File: src/rtl/mdio_cmd_pkg.sv
package mdio_cmd_pkg;

    localparam int DATA_W       = 16;
    localparam int ADDR_W       = 5;
    localparam int PREAMBLE_LEN = 32;
    localparam int HDR_LEN      = 2 + 2 + ADDR_W + ADDR_W;     // start, op, phy, reg
    localparam int FRAME_LEN    = PREAMBLE_LEN + HDR_LEN + 2 + DATA_W;
    localparam int IDX_W        = $clog2(FRAME_LEN);
    localparam int TA_FIRST     = PREAMBLE_LEN + HDR_LEN;
    localparam int TA_LAST      = TA_FIRST + 1;
    localparam int DATA_FIRST   = TA_LAST + 1;

    localparam int BIT_BUSY     = 29;
    localparam int BIT_FAIL     = 28;
    localparam int CMD_W        = 2 + 2 * ADDR_W + DATA_W;     // bits 27:0

    typedef enum logic [1:0] {
        OP_NONE  = 2'b00,
        OP_WRITE = 2'b01,
        OP_READ  = 2'b10,
        OP_RSVD  = 2'b11
    } mdio_op_e;

    // Field order matches the register layout so bits 27:0 cast directly.
    typedef struct packed {
        mdio_op_e            op;
        logic [ADDR_W-1:0]   phy;
        logic [ADDR_W-1:0]   regad;
        logic [DATA_W-1:0]   data;
    } mdio_cmd_t;

    function automatic logic op_is_read(input mdio_op_e op);
        return op == OP_READ;
    endfunction

    function automatic logic [FRAME_LEN-1:0] build_frame(input mdio_cmd_t c);
        logic [1:0] ta;
        ta = op_is_read(c.op) ? 2'b11 : 2'b10;
        return {{PREAMBLE_LEN{1'b1}}, 2'b01, c.op, c.phy, c.regad, ta, c.data};
    endfunction

    function automatic logic [31:0] pack_word(input logic busy, input logic fail,
                                              input mdio_cmd_t c);
        return {2'b00, busy, fail, c};
    endfunction

endpackage

File: src/rtl/mdc_divider.sv
module mdc_divider #(
    parameter int HALF_DIV = 40
) (
    input  logic clk,
    input  logic rst,
    input  logic run,
    output logic mdc,
    output logic rise_stb,
    output logic fall_stb
);
    logic wrap;

    generate
        if (HALF_DIV <= 1) begin : g_fast
            always_ff @(posedge clk) begin
                if (rst || !run) mdc <= 1'b0;
                else             mdc <= ~mdc;
            end
            assign wrap = run;
        end else begin : g_count
            localparam int CW = $clog2(HALF_DIV);
            localparam logic [CW-1:0] LAST = CW'(HALF_DIV - 1);
            logic [CW-1:0] cnt;
            always_ff @(posedge clk) begin
                if (rst || !run) begin
                    cnt <= '0;
                    mdc <= 1'b0;
                end else if (cnt == LAST) begin
                    cnt <= '0;
                    mdc <= ~mdc;
                end else begin
                    cnt <= cnt + 1'b1;
                end
            end
            assign wrap = run && (cnt == LAST);
        end
    endgenerate

    assign rise_stb = wrap && !mdc;
    assign fall_stb = wrap &&  mdc;
endmodule

File: src/rtl/mdio_frame_shifter.sv
module mdio_frame_shifter
    import mdio_cmd_pkg::*;
(
    input  logic              clk,
    input  logic              rst,
    input  logic              run,
    input  mdio_cmd_t         cmd,
    input  logic              rise_stb,
    input  logic              fall_stb,
    input  logic              mdio_i,
    output logic              mdio_o,
    output logic              mdio_oe,
    output logic              done,
    output logic [DATA_W-1:0] rd_value,
    output logic              rd_fail
);
    localparam logic [IDX_W-1:0] IDX_LAST  = IDX_W'(FRAME_LEN - 1);
    localparam logic [IDX_W-1:0] IDX_TA0   = IDX_W'(TA_FIRST);
    localparam logic [IDX_W-1:0] IDX_TA1   = IDX_W'(TA_LAST);
    localparam logic [IDX_W-1:0] IDX_DATA0 = IDX_W'(DATA_FIRST);

    logic [IDX_W-1:0]     idx;
    logic [FRAME_LEN-1:0] frame;
    logic                 is_rd;
    logic                 released;

    assign frame    = build_frame(cmd);
    assign is_rd    = op_is_read(cmd.op);
    assign released = is_rd && (idx >= IDX_TA0);
    assign done     = fall_stb && (idx == IDX_LAST);
    assign mdio_o   = run ? frame[IDX_LAST - idx] : 1'b1;
    assign mdio_oe  = run && !released;

    // Bit position advances on falling MDC, so output changes while MDC is low.
    always_ff @(posedge clk) begin
        if (rst || !run)                        idx <= '0;
        else if (fall_stb && idx != IDX_LAST)   idx <= idx + 1'b1;
    end

    // Sampling happens on rising MDC.
    always_ff @(posedge clk) begin
        if (rst) begin
            rd_value <= '0;
            rd_fail  <= 1'b0;
        end else if (run && rise_stb && is_rd) begin
            if (idx == IDX_TA1)   rd_fail  <= mdio_i;
            if (idx >= IDX_DATA0) rd_value <= {rd_value[DATA_W-2:0], mdio_i};
        end
    end
endmodule

File: src/rtl/mdio_cmd_reg.sv
module mdio_cmd_reg
    import mdio_cmd_pkg::*;
(
    input  logic              clk,
    input  logic              rst,
    input  logic              wr_en,
    input  logic [31:0]       wr_data,
    input  logic              done,
    input  logic [DATA_W-1:0] rd_value,
    input  logic              rd_fail,
    output mdio_cmd_t         cmd,
    output logic              busy,
    output logic [31:0]       word
);
    logic fail;
    logic accept;

    assign accept = wr_en && !busy;
    assign word   = pack_word(busy, fail, cmd);

    always_ff @(posedge clk) begin
        if (rst) begin
            cmd  <= '0;
            busy <= 1'b0;
            fail <= 1'b0;
        end else if (busy) begin
            if (done) begin
                busy <= 1'b0;
                if (op_is_read(cmd.op)) begin
                    cmd.data <= rd_value;
                    fail     <= rd_fail;
                end
            end
        end else if (accept) begin
            cmd <= mdio_cmd_t'(wr_data[CMD_W-1:0]);
            if (wr_data[BIT_BUSY]) begin
                busy <= 1'b1;
                fail <= 1'b0;
            end
        end
    end
endmodule

File: src/rtl/mdio_cmd_engine.sv
module mdio_cmd_engine
    import mdio_cmd_pkg::*;
#(
    parameter int MDC_HALF_DIV = 40
) (
    input  logic        clk,
    input  logic        rst,
    input  logic        reg_wr_en,
    input  logic [31:0] reg_wr_data,
    output logic [31:0] reg_rd_data,
    output logic        mdc,
    output logic        mdio_o,
    output logic        mdio_oe,
    input  logic        mdio_i
);
    mdio_cmd_t         cmd;
    logic              busy;
    logic              rise_stb;
    logic              fall_stb;
    logic              frame_done;
    logic [DATA_W-1:0] rd_value;
    logic              rd_fail;

    mdio_cmd_reg u_reg (
        .clk      (clk),
        .rst      (rst),
        .wr_en    (reg_wr_en),
        .wr_data  (reg_wr_data),
        .done     (frame_done),
        .rd_value (rd_value),
        .rd_fail  (rd_fail),
        .cmd      (cmd),
        .busy     (busy),
        .word     (reg_rd_data)
    );

    mdc_divider #(.HALF_DIV(MDC_HALF_DIV)) u_div (
        .clk      (clk),
        .rst      (rst),
        .run      (busy),
        .mdc      (mdc),
        .rise_stb (rise_stb),
        .fall_stb (fall_stb)
    );

    mdio_frame_shifter u_shift (
        .clk      (clk),
        .rst      (rst),
        .run      (busy),
        .cmd      (cmd),
        .rise_stb (rise_stb),
        .fall_stb (fall_stb),
        .mdio_i   (mdio_i),
        .mdio_o   (mdio_o),
        .mdio_oe  (mdio_oe),
        .done     (frame_done),
        .rd_value (rd_value),
        .rd_fail  (rd_fail)
    );
endmodule

File: config.mk
export PLATFORM = sky130hd
export DESIGN_NAME = mdio_cmd_engine
export DESIGN_NICKNAME = d
export VERILOG_FILES = /design/src/rtl/mdio_cmd_pkg.sv /design/src/rtl/mdc_divider.sv /design/src/rtl/mdio_frame_shifter.sv /design/src/rtl/mdio_cmd_reg.sv /design/src/rtl/mdio_cmd_engine.sv
export SDC_FILE = /design/constraint.sdc
export NUM_CORES = 1
export LEC_CHECK = 0
export ABC_AREA = 1
export CAP_MARGIN = 20
export CORE_MARGIN = 1
export CORE_UTILIZATION = 50
export DETAILED_ROUTE_END_ITERATION = 16
export PLACE_DENSITY = 0.79
export SYNTH_ARGS = -nofsm -noshare
export SYNTH_HDL_FRONTEND = slang
export SYNTH_SLANG_ARGS = --single-unit
File: constraint.sdc
create_clock -name clk -period 1.8 [get_ports clk]
set_input_delay 0.36 -clock clk [delete_from_list [all_inputs] [get_ports clk]]
set_output_delay 0.36 -clock clk [all_outputs]
set_load 0.01 [all_outputs]
==> out/results.ini, run 1 <==
[worst_setup_path]
crit_path_frequent_cell=nand2_1
crit_required_ns=1.44
regToRegSetupSlack_ns=-0.05
slowest_stage=dfxtp_4
worst-path-buf-inv=2
max_stage_delay_ns=0.40
crit_type=flop to primary output
r2r-end=u_reg.cmd[11]
critPathTopFamily=simple AND/OR/NAND/NOR gates
crit_path_max_fanout=5
crit_path_start_kind=flop
r2r-start=u_shift.idx[0]
crit_cells=10
crit_chain=buf_6, nand2_1, nand3_1, nand2_1, nor2_1, nand2_1, nand3_1, nand2_1, nand2_1, buf_2
ff2ff_path_depth=11
worstPathArrival_ns=1.65
setup.worst_path.end_class=primary output

[routing]
wire_per_inst_um=12.5
drt_first_pass_iters=4
antenna_left=0
viasPerCell=4.94
initialDrtViolationCount=172
drt_wl_total_um=7700
drcViolationCount=0
num_vias=3041

[floorplanning]
coreArea_mm2=0.00561
fp.dieW_um=79.1
rows=27
start_util=0.530
die-area_mm2=0.00626
io_pins=71
die_y_um=79.1

[sta]
fin_ws_ns=-0.213
rsz0062_at_grt=yes
finalMaxSlewViolations=0
fin_hold_ws_ns=0.464
post-route-period-util=1.12
hold_violations=0
tns_ns=-0.492
fin_skew_ns=0.00582
max_freq_ghz=0.497
setup-violations-final=17
period_minus_slack_ns=2.01

[global_route]
grt_pass1_wl_um=12500
antenna_found_initial=0
grt_max_degree=45
grt_pass1_vias=2840
grt_usage=0.260
overflow=0

[final_layout]
drive_gt1_frac=0.151
finish.net_count=576
stdcell_area_mm2=0.00413
final_cells=615
area_growth_pct=38.8
fillers=449
regArea_mm2=0.00121
multi_input_area_mm2=0.00145
num_antenna_cells=0

[clock_tree]
ctsHoldBuffers=0
path_clk_slew_ns=0.07
cts.sinks=60
cts_max_level=3
cts_root_buf=clkbuf_8
cts_buffer_depth=2
clock_latency_ns=0.35
numCtsBuffers=9
cts_tree=yes

[worst_hold_path]
min_path_cells=2
hold_path.class=flop to flop
holdPathEnd=u_shift.rd_value[15]
min_from=u_shift.rd_value[15]

[yosys]
synth_top_area_cell=dfxtp_1
yosys-top-cells-area=dfxtp_1 40%, nand2_1 14%, nor2_1 8.1%
synth_commonest_cells=109 x nand2_1, 64 x nor2_1, 60 x dfxtp_1
synth_cells=446
synth_area_mm2=0.00297
synth_edf_count=0
synth_area_per_cell_um2=6.67
ys.flop_type=dfxtp_1
synth_top_area_share=0.404
yosysSeqAreaShare=0.404
yosysWarnings=0
yosysMostFrequentCell=nand2_1
synth-seq-cells=60
async_flop_share=0
yosysUniqueCellTypes=32

[placement]
dpl.cell_count=595
placed_area_mm2=0.00386
place.port_buffers=65
gp_congestion=0.906
place_ws_ns=-0.215
dp_hpwl_um=5200

[status]
status=finished, violations left
violations=negative setup slack

[power]
peakVddDrop_mv=0.556
powerDensity_mw_per_mm2=754
leakage_nw=1.84

[job]
drv_cap=0

[per-layer routing]
metal	vias up	global-route usage	share of wire
li1	1575	-	-
met1	1369	0.285	0.42
met2	75	0.453	0.51
met3	22	0.0678	0.045
met4	0	0.147	0.029
met5	-	0	0
[flip-flops by register name, summed over array words and instances, names as in the netlist]
register / cells
u_div.mdc: 1
u_div.g_count.cnt: 6
u_shift.rd_fail: 1
u_shift.rd_value: 16
u_reg.fail: 1
u_shift.idx: 6
u_reg.cmd: 28
u_reg.busy: 1
[worst reg2reg max path: cells and delay by family, from the launching register on]
family | cells | cell delay (ns)
adder cells (fa/ha/maj) | 1 | 0.19
flip-flops | 1 | 0.40
AND/OR/NAND/NOR | 7 | 0.72
buffers and inverters | 3 | 0.44
[kinds of logic (layout without fill, tap and decap cells)]
kind of cell | Yosys count | count (layout) | synth area share
DFF | 60 | 60 | 0.404
xor gates and xnor gates | 5 | 5 | 0.0147
adders and majority gates | 2 | 2 | 0.00841
and+or+nand+nor | 209 | 209 | 0.302
AOI/OAI and AO/OA | 85 | 85 | 0.146
other | 1 | 2 | 0.00126
buffers and inverters | 84 | 180 | 0.123
[placed cells by master (no fill, tap or decap), drive strengths merged]
master,synthesis,final
clkinvlp,0,1
xnor2,2,2
dlymetal6s2s,0,1
o21a,2,2
a21oi,33,33
clkdlybuf4s50,0,62
clkbuf,6,11
nand4,5,5
conb,1,2
nand3b,2,2
dfxtp,60,60
nand3,22,22
ha,2,2
nor3,2,2
inv,60,60
nor3b,1,1
clkinv,0,4
o31ai,1,1
o211ai,1,1
nand2,111,111
xor2,3,3
buf,18,41
nor2,66,66
o21ai,48,48
[area by class of cell]
cell class,instances,share of cell area
clock buffer,11,0.0342
clock inverter,5,0.00667
inverter,60,0.0564
multi-input combinational,303,0.351
sequential,60,0.293
tap,72,0.0218
timing repair buffer,104,0.236
[worst max-delay path by stage]
| stage | slack (ns) | end | start |
|---|---|---|---|
| floorplan | 0.26 | mdio_o | u_shift.idx[0] |
| global placement | -0.19 | mdio_o | u_shift.idx[1] |
| detailed placement | -0.21 | mdio_o | u_shift.idx[1] |
| CTS | -0.10 | mdio_o | u_shift.idx[0] |
| global route | -0.33 | mdio_o | u_shift.idx[0] |
| finish | -0.21 | mdio_o | u_shift.idx[0] |
[power breakdown]
part           internal [mW]  leakage, nW  switching (mW)
combinational          0.316         1.25           0.290
clock                  0.526       0.0889           0.544
sequential              1.39        0.493          0.0436
total                   2.24         1.84           0.877
[repair_timing]
item / 4_1_cts / 5_1_grt
endpoints found under the setup margin: 2 / 24
gates cloned: 1 / 0
buffers inserted: 1 / 2
pin swaps: 12 / 7
resized for setup: 26 / 11
[per-stage QoR]
step	util	power, mW
after global routing	0.736	3.25
final	0.736	3.11
after CTS	0.728	3.13
after global placement	0.689	2.06
after floorplan	-	1.76
after detailed placement	0.689	2.07
No activity file was read; power rests on OpenSTA's default activity.
==> run 2: changes to the inputs <==
- CORE_MARGIN: 1 -> default
- PLACE_DENSITY: 0.79 -> default
- PLACE_DENSITY_LB_ADDON: default -> 0.15
==> out/results.ini, run 2 (synthesis gave the netlist of run 1 again) <==
[worst_setup_path]
crit_path_start_kind=flop
crit_required_ns=1.44  ; about the same
setup.worst_path.end_class=primary output
worstPathArrival_ns=1.59  ; -0.06 ns
crit_type=flop to primary output
regToRegSetupSlack_ns=0.12  ; +0.17 ns
r2r-end=u_reg.cmd[11]
r2r-start=u_shift.idx[0]
crit_path_frequent_cell=nand2_1
ff2ff_path_depth=10  ; -1
crit_path_max_fanout=8  ; +3
max_stage_delay_ns=0.41  ; about the same
slowest_stage=dfxtp_4
crit_chain=buf_6, nand2_2, nand3_2, nand2_1, nand3b_1, nand3_2, nand2_1, nand2_1, buf_2

[sta]
fin_ws_ns=-0.148  ; +0.0652 ns
fin_hold_ws_ns=0.454  ; -0.0102 ns
rsz0062_at_grt=yes
max_freq_ghz=0.513  ; +3.3%
hold_violations=0  ; unchanged
finalMaxSlewViolations=0  ; unchanged
setup-violations-final=1  ; -16
fin_skew_ns=0.00790  ; +0.00208 ns
period_minus_slack_ns=1.95  ; -0.0652 ns
post-route-period-util=1.08  ; -0.0362

[clock_tree]
cts_max_level=3  ; unchanged
numCtsBuffers=9  ; unchanged
cts_tree=yes
cts_setup_buffers=0  ; -1
cts.sinks=60  ; unchanged
cts_root_buf=clkbuf_8
cts_buffer_depth=2  ; unchanged
path_clk_slew_ns=0.07  ; about the same
ctsHoldBuffers=0  ; unchanged
clock_latency_ns=0.35  ; about the same

[job]
drv_cap=0  ; unchanged

[final_layout]
drive_gt1_frac=0.151  ; -0.000175
final_cell_mix=103 x nand2_1, 63 x clkdlybuf4s50_1, 62 x nor2_1, 55 x inv_1, 55 x dfxtp_1
finish.net_count=570  ; -1.0%
largest_reg_flops=28  ; unchanged
num_antenna_cells=0  ; unchanged
fillers=463  ; +3.1%
reg_top3=u_reg.cmd (28), u_shift.rd_value (16)
final_common_cell=nand2_1
area_growth_pct=39.1
regArea_mm2=0.00121  ; +0.31%
regMostFlops=u_reg.cmd
final_core_util=0.738  ; +0.00134
multi_input_area_mm2=0.00146  ; +0.78%

[worst_hold_path]
hold_path.class=flop to flop
min_from=u_shift.rd_value[15]
holdPathEnd=u_shift.rd_value[15]
min_path_cells=2  ; unchanged

[global_route]
grt_usage=0.239  ; -0.0213
grt_pass1_vias=2688  ; -5.4%
grt_max_degree=45  ; unchanged
overflow=0  ; unchanged
grt_pass1_wl_um=11600  ; -7.3%
antenna_found_initial=0  ; unchanged

[status]
violations=negative setup slack
status=finished, violations left

[floorplanning]
fp.dieW_um=79.1  ; unchanged
coreArea_mm2=0.00561  ; unchanged
die_y_um=79.1  ; unchanged
io_pins=71  ; unchanged
start_util=0.530  ; unchanged
rows=27  ; unchanged
die-area_mm2=0.00626  ; unchanged

[power]
powerDensity_mw_per_mm2=782  ; +3.7%
power_mw=3.24  ; +3.9%
leakage_nw=1.77  ; -3.5%
peakVddDrop_mv=0.477  ; -14%

[routing]
viasPerCell=4.87  ; -1.6%
wire_per_inst_um=11.7  ; -6.6%
num_vias=2964  ; -2.5%
drt_first_pass_iters=4  ; unchanged
initialDrtViolationCount=137  ; -20%
antenna_left=0  ; unchanged
drt_wl_total_um=7110  ; -7.6%
drcViolationCount=0  ; unchanged

[placement]
gp_congestion=0.879  ; -3.0%
place.port_buffers=65  ; unchanged
dp_hpwl_um=5100  ; -2.0%

run 2: worst max path at each step:
stage,startpoint,end,slack [ns],cells after the start
6_report,u_shift.idx[0],mdio_o,-0.15,9
5_1_grt,u_shift.idx[0],mdio_o,-0.24,11
4_1_cts,u_shift.idx[0],mdio_o,-0.1,9
3_5_place_dp,u_shift.idx[2],mdio_o,-0.19,11
3_3_place_gp,u_shift.idx[2],mdio_o,-0.15,11
2_1_floorplan,u_shift.idx[0],mdio_o,0.26,11
run 2: critical path: cells and delay by family, from the launching register on:
kind          cells  cell delay (ns)
buf+inv           2             0.26
simple gates      7             0.57
flops             1             0.41
run 2: what timing repair did:
action                     CTS  global route
pin swaps                    7             8
setup endpoints to repair    3            11
cloned                       0             1
resized for setup           26            15
run 2: per-layer routing:
layer / vias to the layer above / share of wire / track usage
li1: 1562 / - / -
met1: 1342 / 0.44 / 0.275
met2: 53 / 0.51 / 0.417
met3: 7 / 0.039 / 0.0586
met4: 0 / 0.013 / 0.104
met5: - / 0 / 0
run 2: area by class of cell:
cell class / instances / area share
inverter: 60 / 0.0557
multi-input combinational: 303 / 0.353
clock inverter: 4 / 0.0118
clock buffer: 12 / 0.0351
tap: 72 / 0.0218
sequential: 60 / 0.294
timing repair buffer: 98 / 0.229
run 2: power by group:
part / switching [mW] / total (mW) / internal, mW
sequential: 0.0471 / 1.44 / 1.39
clock: 0.523 / 1.20 / 0.675
combinational: 0.281 / 0.596 / 0.315
total: 0.851 / 3.24 / 2.38
run 2: through the flow:
| step | area [µm²] | setup slack (ns) | TNS, ns | cells |
|---|---|---|---|---|
| 2_1_floorplan | 2980 | 0.261 | 0 | 447 |
| 5_1_grt | 4140 | -0.244 | -0.250 | 609 |
| 4_1_cts | 4080 | -0.0971 | -0.0971 | 608 |
| 3_3_place_gp | 3840 | -0.149 | -0.149 | 592 |
| 3_5_place_dp | 3840 | -0.194 | -0.203 | 592 |
| 6_report | 4140 | -0.148 | -0.148 | 609 |
